`src/rtl/prr_pkg.sv`:
```
package prr_pkg;

  typedef enum logic {
    SIDE_DN = 1'b0,
    SIDE_UP = 1'b1
  } side_e;

  localparam logic [63:0] PRR_MASK_DEFAULT = 64'hB400;
  localparam logic [63:0] PRR_SEED_DEFAULT = 64'hACE1;

endpackage

```
`src/rtl/prr_lfsr.sv`:
```
module prr_lfsr #(
  parameter int          W    = 16,
  parameter logic [63:0] MASK = prr_pkg::PRR_MASK_DEFAULT,
  parameter logic [63:0] SEED = prr_pkg::PRR_SEED_DEFAULT
) (
  input  logic         clk,
  input  logic         rst_n,
  input  logic         step,
  output logic [W-1:0] state
);

  localparam logic [W-1:0] TAPS = MASK[W-1:0];
  localparam logic [W-1:0] INIT = SEED[W-1:0];

  function automatic logic [W-1:0] advance(input logic [W-1:0] s);
    logic [W-1:0] shifted;
    shifted = s >> 1;
    return s[0] ? (shifted ^ TAPS) : shifted;
  endfunction

  always_ff @(posedge clk or negedge rst_n) begin
    if (!rst_n)    state <= INIT;
    else if (step) state <= advance(state);
  end

endmodule

```
`src/rtl/prr_pick.sv`:
```
module prr_pick
  import prr_pkg::*;
#(
  parameter int ROW_W  = 8,
  parameter int TH_W   = 8,
  parameter int LFSR_W = 16
) (
  input  logic              close_valid,
  input  logic [ROW_W-1:0]  close_row,
  input  logic [TH_W-1:0]   thresh,
  input  logic [LFSR_W-1:0] draw,
  output logic              fire,
  output side_e             side,
  output logic [ROW_W-1:0]  tgt_row
);

  localparam logic [ROW_W-1:0] ROW_ONE = ROW_W'(1);
  localparam logic [ROW_W-1:0] ROW_TOP = {ROW_W{1'b1}};

  function automatic logic passes(input logic [TH_W-1:0] sample,
                                  input logic [TH_W-1:0] limit);
    return sample < limit;
  endfunction

  function automatic logic [ROW_W-1:0] neighbour(input logic [ROW_W-1:0] r,
                                                 input side_e s);
    if (r == '0)      return ROW_ONE;
    if (r == ROW_TOP) return r - ROW_ONE;
    return (s == SIDE_UP) ? r + ROW_ONE : r - ROW_ONE;
  endfunction

  always_comb begin
    side    = side_e'(draw[LFSR_W-1]);
    fire    = close_valid && passes(draw[TH_W-1:0], thresh);
    tgt_row = neighbour(close_row, side);
  end

endmodule

```
`src/rtl/prr_fifo.sv`:
```
module prr_fifo #(
  parameter int DW    = 11,
  parameter int DEPTH = 4
) (
  input  logic          clk,
  input  logic          rst_n,
  input  logic          push,
  input  logic [DW-1:0] wdata,
  input  logic          pop,
  output logic [DW-1:0] rdata,
  output logic          not_empty,
  output logic          full
);

  localparam int AW = (DEPTH > 1) ? $clog2(DEPTH) : 1;
  localparam int CW = $clog2(DEPTH + 1);
  localparam logic [AW-1:0] LAST = AW'(DEPTH - 1);
  localparam logic [CW-1:0] CAP  = CW'(DEPTH);

  logic [DW-1:0] mem [DEPTH];
  logic [AW-1:0] wr_ptr, rd_ptr;
  logic [CW-1:0] count;
  logic          do_push, do_pop;

  function automatic logic [AW-1:0] bump(input logic [AW-1:0] p);
    return (p == LAST) ? '0 : p + AW'(1);
  endfunction

  assign full      = (count == CAP);
  assign not_empty = (count != '0);
  assign do_push   = push && !full;
  assign do_pop    = pop && not_empty;
  assign rdata     = mem[rd_ptr];

  always_ff @(posedge clk) begin
    if (do_push) mem[wr_ptr] <= wdata;
  end

  always_ff @(posedge clk or negedge rst_n) begin
    if (!rst_n) begin
      wr_ptr <= '0;
      rd_ptr <= '0;
      count  <= '0;
    end else begin
      if (do_push) wr_ptr <= bump(wr_ptr);
      if (do_pop)  rd_ptr <= bump(rd_ptr);
      case ({do_push, do_pop})
        2'b10:   count <= count + CW'(1);
        2'b01:   count <= count - CW'(1);
        default: count <= count;
      endcase
    end
  end

endmodule

```
`src/rtl/nbr_refresh_gen.sv`:
```
module nbr_refresh_gen
  import prr_pkg::*;
#(
  parameter int          BANK_W     = 3,
  parameter int          ROW_W      = 8,
  parameter int          TH_W       = 8,
  parameter int          LFSR_W     = 16,
  parameter logic [63:0] LFSR_MASK  = PRR_MASK_DEFAULT,
  parameter logic [63:0] LFSR_SEED  = PRR_SEED_DEFAULT,
  parameter int          FIFO_DEPTH = 4,
  parameter int          CNT_W      = 8
) (
  input  logic              clk,
  input  logic              rst_n,
  input  logic              close_valid,
  input  logic [BANK_W-1:0] close_bank,
  input  logic [ROW_W-1:0]  close_row,
  input  logic [TH_W-1:0]   thresh,
  output logic              req_valid,
  input  logic              req_ready,
  output logic [BANK_W-1:0] req_bank,
  output logic [ROW_W-1:0]  req_row,
  output logic [CNT_W-1:0]  drop_count
);

  localparam int REQ_W = BANK_W + ROW_W;
  localparam logic [CNT_W-1:0] CNT_MAX = {CNT_W{1'b1}};

  logic [LFSR_W-1:0] lfsr_q;
  logic              fire_w;
  side_e             side_w;
  logic [ROW_W-1:0]  tgt_row_w;
  logic              fifo_full_w;
  logic              push_w;
  logic              drop_w;
  logic              pop_w;
  logic [REQ_W-1:0]  fifo_in_w;
  logic [REQ_W-1:0]  fifo_out_w;

  prr_lfsr #(
    .W    (LFSR_W),
    .MASK (LFSR_MASK),
    .SEED (LFSR_SEED)
  ) u_lfsr (
    .clk   (clk),
    .rst_n (rst_n),
    .step  (close_valid),
    .state (lfsr_q)
  );

  prr_pick #(
    .ROW_W  (ROW_W),
    .TH_W   (TH_W),
    .LFSR_W (LFSR_W)
  ) u_pick (
    .close_valid (close_valid),
    .close_row   (close_row),
    .thresh      (thresh),
    .draw        (lfsr_q),
    .fire        (fire_w),
    .side        (side_w),
    .tgt_row     (tgt_row_w)
  );

  assign push_w    = fire_w && !fifo_full_w;
  assign drop_w    = fire_w && fifo_full_w;
  assign pop_w     = req_valid && req_ready;
  assign fifo_in_w = {close_bank, tgt_row_w};

  prr_fifo #(
    .DW    (REQ_W),
    .DEPTH (FIFO_DEPTH)
  ) u_fifo (
    .clk       (clk),
    .rst_n     (rst_n),
    .push      (push_w),
    .wdata     (fifo_in_w),
    .pop       (pop_w),
    .rdata     (fifo_out_w),
    .not_empty (req_valid),
    .full      (fifo_full_w)
  );

  assign req_bank = fifo_out_w[REQ_W-1:ROW_W];
  assign req_row  = fifo_out_w[ROW_W-1:0];

  always_ff @(posedge clk or negedge rst_n) begin
    if (!rst_n)                           drop_count <= '0;
    else if (drop_w && drop_count != CNT_MAX) drop_count <= drop_count + CNT_W'(1);
  end

endmodule

```
`config.mk`:
```
export PLATFORM = sky130hd
export DESIGN_NAME = nbr_refresh_gen
export DESIGN_NICKNAME = d
export VERILOG_FILES = /design/src/rtl/prr_pkg.sv /design/src/rtl/prr_lfsr.sv /design/src/rtl/prr_pick.sv /design/src/rtl/prr_fifo.sv /design/src/rtl/nbr_refresh_gen.sv
export SDC_FILE = /design/constraint.sdc
export NUM_CORES = 1
export LEC_CHECK = 0
export ABC_AREA = 1
export ABC_CLOCK_PERIOD_IN_PS = 5500
export BUFFER_PORTS_ARGS = -buffer_cell sky130_fd_sc_hd__buf_2
export CELL_PAD_IN_SITES_DETAIL_PLACEMENT = 1
export CELL_PAD_IN_SITES_GLOBAL_PLACEMENT = 1
export CORE_MARGIN = 3
export CORE_UTILIZATION = 40
export CTS_CLUSTER_SIZE = 40
export DETAILED_ROUTE_END_ITERATION = 7
export GPL_TIMING_DRIVEN = 0
export PLACE_DENSITY_LB_ADDON = 0.12
export REMOVE_ABC_BUFFERS = 1
export SYNTH_ARGS = -nofsm -noshare
export SYNTH_HDL_FRONTEND = slang
export SYNTH_HIERARCHICAL = 1
export SYNTH_SLANG_ARGS = --single-unit
```
`constraint.sdc`:
```
create_clock -name clk -period 5.5 [get_ports clk]
set_clock_uncertainty 0.15 [all_clocks]
set_input_delay 1.1 -clock clk [delete_from_list [all_inputs] [get_ports clk]]
set_output_delay 1.1 -clock clk [all_outputs]
set_load 0.03 [all_outputs]
```
==> out/qor.csv, run 1 <==
metric,value,unit
outcome,finished clean,
Clock transition at path regs,0.09,ns
"Power, Total",0.00211,W
fin. max-slew vios,0,
TNS Setup,0,ns
Layout Cells excl Fill,635,
Worst Setup Path Type,input port to register,
Die Width,107,µm
crit path launch type,input port,
Syn Inst Count,455,
CTS max path bufs,2,
worst path arrival time,3.29,ns
Layout area overhead,11.6,%
CP startpoint,thresh[3],
Root Buffer,clkbuf_8,
first-pass GRT wire length,14700,µm
biggest cell delay along the critical path,0.90,ns
static leakage,2.21,nW
drt pass-1 iters,4,
largest net degree at the start of global routing,48,
vias,3108,
fin area,4580,µm²
IO Pins,43,
Tot GR Track Use,16.1,%
crit path cell chain,"buf_2, inv_1, ha_1, nand2_1, inv_1, nand2_1, nand2_1, nand2_1, nand2_1, nor2_1, inv_1, nor2_1, nand2_4, nor2_1",
hold crit path type,register to register,
fin util,46.4,%
fin crit share,63.1,%
PwrDens,461,nW/µm²
clk sinks,75,
Die H,107,µm
vias per inst,4.89,
yosys warns,6,
reg2reg path depth,9,
Port Buf Inserts,42,
Die Footprint,11500,µm²
worst r2r src,u_lfsr/state[5],
cell area after synthesis,4100,µm²
Worst R2R End,u_fifo/mem[0][3],
total CTS buffers,9,
CTS tree,done,
fin crit period,3.47,ns
placer congestion estimate,0.843,
share of cells above drive strength 1,19.3,%
# fillers,1181,
"Clk Latency, worst-skew pair",0.35,ns
vias in the first global route,3191,
fmax,288,MHz
crit end category,register,
setup violators final,0,
CP endpoint,u_fifo/mem[0][3],
row cnt,36,
setup bufs post-CTS,0,
R2R Setup Slk,2.40,ns
worst path required time,5.31,ns
cell total after placement,619,
final hold violation count,0,
worst-path fanout max,11,
Relative slew margins,20.6,%
Mapped Avg Cell Area,9.02,µm²
DRC viols,0,
Routed WL,8660,µm
placed inst area,4370,µm²
DP HPWL,6290,µm
Avg WL per Cell,13.6,µm
fin nets,538,
Slew @ Worst Pin,1.19,ns
htree depth,3,
antenna violation net count after detailed routing,0,
initial antenna violation count,0,
max cap viols,0,
CP max-delay cell,nor2_1,
Initial DRC Count,100,
grt ovf,0,
cts repair resizes,0,
Worst path most repeated cell,nand2_1,
hold_buf cts,0,
RSZ-0062 raised after global routing,no,
Core ar.,9860,µm²
Initial Util,41.6,%
maximum VDD drop,0.157,mV
antenna cells,0,
==> flip-flops by register name, summed over array words and instances, names as in the netlist <==
| name | flops |
|---|---|
| u_fifo/wr_ptr | 2 |
| u_lfsr/state | 16 |
| drop_count | 8 |
| u_fifo/count | 3 |
| u_fifo/rd_ptr | 2 |
| u_fifo/mem | 44 |
==> worst min path at each step <==
stage | end | from | depth (start not counted) | slack (ns)
final | u_fifo/count[0] | u_fifo/count[0] | 1 | 0.33
after global routing | u_lfsr/state[10] | u_lfsr/state[10] | 2 | 0.35
after CTS | u_fifo/count[0] | u_fifo/count[0] | 1 | 0.34
after detailed placement | u_fifo/count[0] | u_fifo/count[0] | 1 | 0.32
after global placement | u_lfsr/state[10] | u_lfsr/state[10] | 2 | 0.31
after floorplan | u_lfsr/state[8] | u_lfsr/state[8] | 2 | 0.29
==> worst max-delay path, delay by kind of cell <==
family | cells | cell delay [ns]
simple gates | 9 | 1.68
buf+inv | 4 | 0.19
fa+ha+maj | 1 | 0.30
==> power by group <==
part           switching [W]  internal (W)  total (W)
Sequential          0.000148      0.000765   0.000913
Clock               0.000224      0.000217   0.000442
Combinational       0.000509      0.000246   0.000756
Total               0.000882       0.00123    0.00211
==> per-layer routing <==
metal  GRT usage, %  routed length [µm]
met4           4.66                 131
met5              0                   0
met2           28.2                4250
met3           3.48                 249
met1           19.8                4030
==> area by class of cell <==
cell class                 count  area, µm²  area share, %
timing repair buffer          42        210           4.59
multi-input combinational    293       1600           34.8
inverter                      76        290           6.34
clock buffer                   9        124           2.71
tap                          133        166           3.63
clock inverter                 7       83.8           1.83
sequential                    75       2110           46.1
==> placed cells by master, fill, tap and decap left out <==
cell and count:
dfrtp_1 22, xor2_1 1, nor2_1 24, edfxtp_1 44, clkbuf_8 9, xnor2_1 2, nor2_8 1, bufinv_16 1
nand2_4 6, inv_1 73, nand2_1 144, dfrtp_2 1, inv_8 2, o211ai_2 1, nand2_2 9, nand3b_1 1
dfstp_2 8, o211ai_1 21, nand3_2 3, fa_1 1, buf_2 42, inv_2 2, o21ai_0 11, clkinvlp_4 3
nand4_1 4, a21oi_1 11, or2_1 1, nor2_4 4, a21o_1 1, inv_6 2, nor2_2 2, o21a_1 1
ha_1 17, o21ai_2 1, or2_0 1, nor3_1 2, nand3_1 23
==> through the flow <==
stage | setup slack (ns) | hold slack (ns)
4_1_cts | 1.93 | 0.336
3_3_place_gp | 1.65 | 0.310
3_5_place_dp | 1.56 | 0.319
6_report | 2.03 | 0.329
2_1_floorplan | 2.29 | 0.292
5_1_grt | 1.77 | 0.352
No activity file was read; power rests on OpenSTA's default activity.
==> inputs of run 2 (changes only) <==
- ABC_AREA: 1 -> 0
- ABC_CLOCK_PERIOD_IN_PS: 5500 -> 3300
- clock period: 5.5 -> 3.3 ns (I/O delays scaled with it)
==> out/qor.csv, run 2 <==
metric,value,unit,change
share of cells above drive strength 1,38.2,%,was 19.3%
outcome,finished clean,,unchanged
R2R Setup Slk,0.25,ns,was 2.40 ns
initial antenna violation count,0,,unchanged
"Power, Total",0.00357,W,was 0.00211 W
worst-path fanout max,5,,was 11
Worst Setup Path Type,input port to register,,unchanged
antenna violation net count after detailed routing,0,,unchanged
crit end category,register,,unchanged
PwrDens,852,nW/µm²,was 461 nW/µm²
"most common cell after layout, fill and taps aside",edfxtp_1,,was nand2_1
multi-input logic area,1440,µm²,was 1600 µm²
antenna cells,0,,unchanged
Routed WL,6820,µm,was 8660 µm
most frequent cells in the layout,"44 x edfxtp_1, 42 x buf_2, 23 x dfrtp_1",,"was 144 x nand2_1, 73 x inv_1, 44 x edfxtp_1"
vias in the first global route,2363,,was 3191
first-pass GRT wire length,11400,µm,was 14700 µm
setup violators final,0,,unchanged
row cnt,34,,was 36
Die Width,102,µm,was 107 µm
cell area after synthesis,3680,µm²,was 4100 µm²
Port Buf Inserts,42,,unchanged
final hold violation count,0,,unchanged
DP HPWL,4560,µm,was 6290 µm
Initial Util,41.6,%,about the same
grt ovf,0,,unchanged
fin crit share,92.7,%,
vias,2150,,was 3108
fin crit period,3.06,ns,
CP endpoint,u_fifo/count[2],,was u_fifo/mem[0][3]
FF/Latch Area,2110,µm²,about the same
yosys warns,6,,unchanged
Slew @ Worst Pin,0.787,ns,was 1.19 ns
DRC viols,0,,unchanged
setup ws final,0.240,ns,was 2.03 ns
Mapped Avg Cell Area,14.4,µm²,was 9.02 µm²
static leakage,1.71,nW,was 2.21 nW
max reg flops,44,,unchanged
routing usage on met1,17.9,%,was 19.8%
fin. max-slew vios,0,,unchanged
clk sinks,75,,unchanged
Root Buffer,clkbuf_8,,unchanged
drt pass-1 iters,4,,unchanged
Layout area overhead,13.8,%,was 11.6%
maximum VDD drop,0.405,mV,was 0.157 mV
Tot GR Track Use,14.3,%,was 16.1%
worst path required time,3.38,ns,was 5.31 ns
worst r2r src,u_lfsr/state[2],,was u_lfsr/state[5]
hold crit path type,input port to async pin,,was register to register
TNS Setup,0,ns,unchanged
Clock transition at path regs,0.08,ns,was 0.09 ns
"Clk Latency, worst-skew pair",0.34,ns,was 0.35 ns
GR Util met3,3.48,%,about the same
Die Footprint,10400,µm²,was 11500 µm²
vias per inst,5.19,,was 4.89
placer congestion estimate,0.750,,was 0.843
Syn Inst Count,255,,was 455
RSZ-0062 raised after global routing,no,,unchanged
Relative slew margins,47.6,%,was 20.6%
crit path launch type,input port,,unchanged
Worst R2R End,u_fifo/count[2],,was u_fifo/mem[0][3]
CTS max path bufs,2,,unchanged
Core ar.,8850,µm²,was 9860 µm²
pre-CTS setup slack,-0.256,ns,was 1.56 ns
fmax,327,MHz,
htree depth,3,,unchanged
CTS tree,done,,unchanged
"Most Used Layer, Global Route",met2,,unchanged
largest net degree at the start of global routing,32,,was 48
# fillers,917,,was 1181
Reg with most FFs,u_fifo/mem,,unchanged
IO Pins,43,,unchanged
total CTS buffers,9,,unchanged
worst path arrival time,3.14,ns,was 3.29 ns
CP startpoint,thresh[2],,was thresh[3]
fin nets,342,,was 538
Initial DRC Count,71,,was 100
Die H,102,µm,was 107 µm
reg2reg path depth,14,,was 9
met2 Usage GRT,24.6,%,was 28.2%
max cap viols,0,,unchanged
Top Registers,"u_fifo/mem (44), u_lfsr/state (16), drop_count (8)",,unchanged
Avg WL per Cell,16.5,µm,was 13.6 µm
## run 2: cell types whose count changed in the layout (fill, tap and decap cells not counted), sizes merged, moves of 4 or more
| cell | delta |
|---|---|
| a21oi | -5 |
| a31oi | +4 |
| and3 | +6 |
| inv | -57 |
| mux2 | +23 |
| mux4 | +11 |
| nand2 | -148 |
| nand3 | -16 |
| nor2 | -16 |
| o211ai | -22 |
| o21ai | -7 |
| xnor2 | +8 |
## run 2: worst min path at each step
stage	start	to	slack [ns]	cells after the start
3_5_place_dp	u_fifo/count[2]	u_fifo/count[2]	0.33	1
4_1_cts	rst_n	u_fifo/count[2]	0.22	1
5_1_grt	rst_n	u_fifo/count[0]	0.24	1
6_report	rst_n	u_fifo/count[0]	0.21	1
2_1_floorplan	rst_n	drop_count[0]	0.21	0
3_3_place_gp	u_fifo/count[2]	u_fifo/count[2]	0.32	1
## run 2: area by class of cell
class,count,share of cell area [%]
Multi-Input combinational cell,153,34.3
Clock inverter,7,2.39
Sequential cell,75,50.3
Inverter,20,1.79
Tap cell,108,3.23
Timing Repair Buffer,42,5.02
Clock buffer,9,2.96
## run 2: power by group
group | switching (W) | internal [W]
Clock | 0.000353 | 0.000432
Combinational | 0.000656 | 0.000586
Sequential | 0.000241 | 0.00130
## run 2: timing repair
action / in CTS / in global routing
gates resized for setup: 0 / 2
setup endpoints to repair: 0 / 2
endpoints found under the hold margin: 0 / 0
hold buffers: 0 / 0
setup buffers: 0 / 0
## run 2: per-stage QoR
| stage | hold WS, ns | std cells | util [%] | area [µm²] |
|---|---|---|---|---|
| 3_5_place_dp | 0.328 | 398 | 44.7 | 3960 |
| 2_1_floorplan | 0.214 | 248 | - | 3610 |
| 4_1_cts | 0.225 | 414 | 47.2 | 4180 |
| 3_3_place_gp | 0.323 | 398 | 44.7 | 3960 |
| 5_1_grt | 0.239 | 414 | 47.3 | 4190 |
| 6_report | 0.207 | 414 | 47.3 | 4190 |
## run 2: critical path, stage by stage
cell     delay (ns)
buf_2          0.07
inv_1          0.03
ha_1           0.30
a21o_1         0.18
a31oi_1        0.13
o21ai_0        0.14
a31oi_2        0.28
nor2b_2        0.28
and2_4         0.21
inv_1          0.05
ha_1           0.21
inv_1          0.07
fa_1           0.18
xor2_1         0.15
nor2_1         0.06
xor2_1         0.14
## run 2: layer usage
| layer | wire, µm | vias up |
|---|---|---|
| li1 | - | 1030 |
| met1 | 3080 | 1076 |
| met3 | 233 | 6 |
| met5 | 0 | - |
| met2 | 3440 | 38 |
| met4 | 68 | 0 |
==> inputs of run 3 (changes only) <==
- MAX_ROUTING_LAYER: default -> met4
==> out/qor.csv, run 3 (synthesis gave the netlist of run 2 again) <==
metric,value,unit,change
clk sinks,75,,unchanged
Routed WL,6870,µm,was 6820 µm
worst path arrival time,3.14,ns,about the same
worst path required time,3.38,ns,about the same
placer congestion estimate,0.760,,was 0.750
WHS,0.206,ns,was 0.207 ns
fmax,326,MHz,was 327 MHz
htree depth,3,,unchanged
Die H,102,µm,unchanged
Root Buffer,clkbuf_8,,unchanged
Worst R2R End,u_fifo/count[2],,unchanged
outcome,finished clean,,unchanged
fin nets,342,,unchanged
Die Footprint,10400,µm²,unchanged
RSZ-0062 raised after global routing,no,,unchanged
Reg with most FFs,u_fifo/mem,,unchanged
IO Pins,43,,unchanged
CTS tree,done,,unchanged
Relative slew margins,47.6,%,about the same
Initial Util,41.6,%,unchanged
antenna violation net count after detailed routing,0,,unchanged
grt ovf,0,,unchanged
DP HPWL,4560,µm,unchanged
row cnt,34,,unchanged
worst r2r src,u_lfsr/state[2],,unchanged
drt pass-1 iters,4,,unchanged
share of cells above drive strength 1,38.2,%,unchanged
"Clk Latency, worst-skew pair",0.34,ns,about the same
crit end category,register,,unchanged
initial antenna violation count,0,,unchanged
CTS max path bufs,2,,unchanged
Slew @ Worst Pin,0.785,ns,was 0.787 ns
first-pass GRT wire length,11400,µm,about the same
Clock transition at path regs,0.08,ns,about the same
vias,2173,,was 2150
final hold violation count,0,,unchanged
Initial DRC Count,82,,was 71
vias per inst,5.25,,was 5.19
Worst Setup Path Type,input port to register,,unchanged
Top Registers,"u_fifo/mem (44), u_lfsr/state (16), drop_count (8)",,unchanged
crit path launch type,input port,,unchanged
Port Buf Inserts,42,,unchanged
Layout Cells excl Fill,414,,unchanged
vias in the first global route,2365,,was 2363
most frequent cells in the layout,"44 x edfxtp_1, 42 x buf_2, 23 x dfrtp_1",,unchanged
"most common cell after layout, fill and taps aside",edfxtp_1,,unchanged
Tot GR Track Use,14.8,%,was 14.3%
largest net degree at the start of global routing,32,,unchanged
reg2reg path depth,14,,unchanged
R2R Setup Slk,0.24,ns,was 0.25 ns
worst-path fanout max,5,,unchanged
Layout area overhead,13.8,%,unchanged
fin. max-slew vios,0,,unchanged
hold crit path type,input port to async pin,,unchanged
max cap viols,0,,unchanged
PwrDens,853,nW/µm²,was 852 nW/µm²
fin crit share,92.9,%,was 92.7%
total CTS buffers,9,,unchanged
cell total after placement,398,,unchanged
antenna cells,0,,unchanged
max reg flops,44,,unchanged
DRC viols,0,,unchanged
Core ar.,8850,µm²,unchanged
setup violators final,0,,unchanged
setup bufs post-CTS,0,,unchanged
fin crit period,3.07,ns,was 3.06 ns
maximum VDD drop,0.406,mV,was 0.405 mV
Die Width,102,µm,unchanged
static leakage,1.71,nW,unchanged
Avg WL per Cell,16.6,µm,was 16.5 µm
[run 3: cell counts in the layout (fill, tap and decap cells not counted)]
Identical to the previous run, type by type.
[run 3: layout make-up]
type	instances	area (µm²)
Clock buffer	9	124
Multi-Input combinational cell	153	1440
Clock inverter	7	100
Tap cell	108	135
Fill cell	917	4660
Timing Repair Buffer	42	210
Inverter	20	75.1
Sequential cell	75	2110
[run 3: worst max-delay path, stage by stage]
cell and delay (ns):
buf_2 0.07, inv_1 0.03, ha_1 0.30, a21o_1 0.18
a31oi_1 0.13, o21ai_0 0.14, a31oi_2 0.28, nor2b_2 0.29
and2_4 0.21, inv_1 0.05, ha_1 0.21, inv_1 0.07
fa_1 0.18, xor2_1 0.15, nor2_1 0.06, xor2_1 0.14
[run 3: per-stage QoR]
stage	worst slack (ns)	TNS, ns	util (%)	power, W	instance area (µm²)
2_1_floorplan	0.172	0	-	0.00246	3610
3_3_place_gp	-0.197	-0.369	44.7	0.00277	3960
3_5_place_dp	-0.256	-0.506	44.7	0.00281	3960
4_1_cts	0.102	0	47.2	0.00363	4180
5_1_grt	0.0324	0	47.3	0.00383	4190
6_report	0.235	0	47.3	0.00357	4190
[run 3: power breakdown]
part	total, W	leakage (nW)	switching, W	internal, W
clock	0.000787	0.114	0.000355	0.000432
combinational	0.00124	0.833	0.000657	0.000586
sequential	0.00154	0.763	0.000243	0.00130
total	0.00357	1.71	0.00125	0.00232
[run 3: how the worst max path moves through the flow]
stage,endpoint,cells after the start,from,slack [ns]
floorplan,u_fifo/count[1],13,thresh[2],0.17
global placement,u_fifo/count[2],16,thresh[2],-0.20
detailed placement,u_fifo/count[2],16,thresh[2],-0.26
CTS,u_fifo/count[2],14,u_lfsr/state[2],0.10
global route,u_fifo/count[2],14,u_lfsr/state[4],0.03
finish,u_fifo/count[2],16,thresh[2],0.23
[run 3: routing by layer]
layer,GRT usage [%],wire length (µm),vias up
met2,24.6,3450,40
met5,-,0,-
met1,17.9,3140,1097
met4,4.54,46,0
li1,-,-,1030
met3,3.48,232,6
[run 3: timing repair]
| action | 4_1_cts | 5_1_grt |
|---|---|---|
| hold buffers | 0 | 0 |
| resized for setup | 0 | 2 |
| setup endpoints to repair | 0 | 2 |
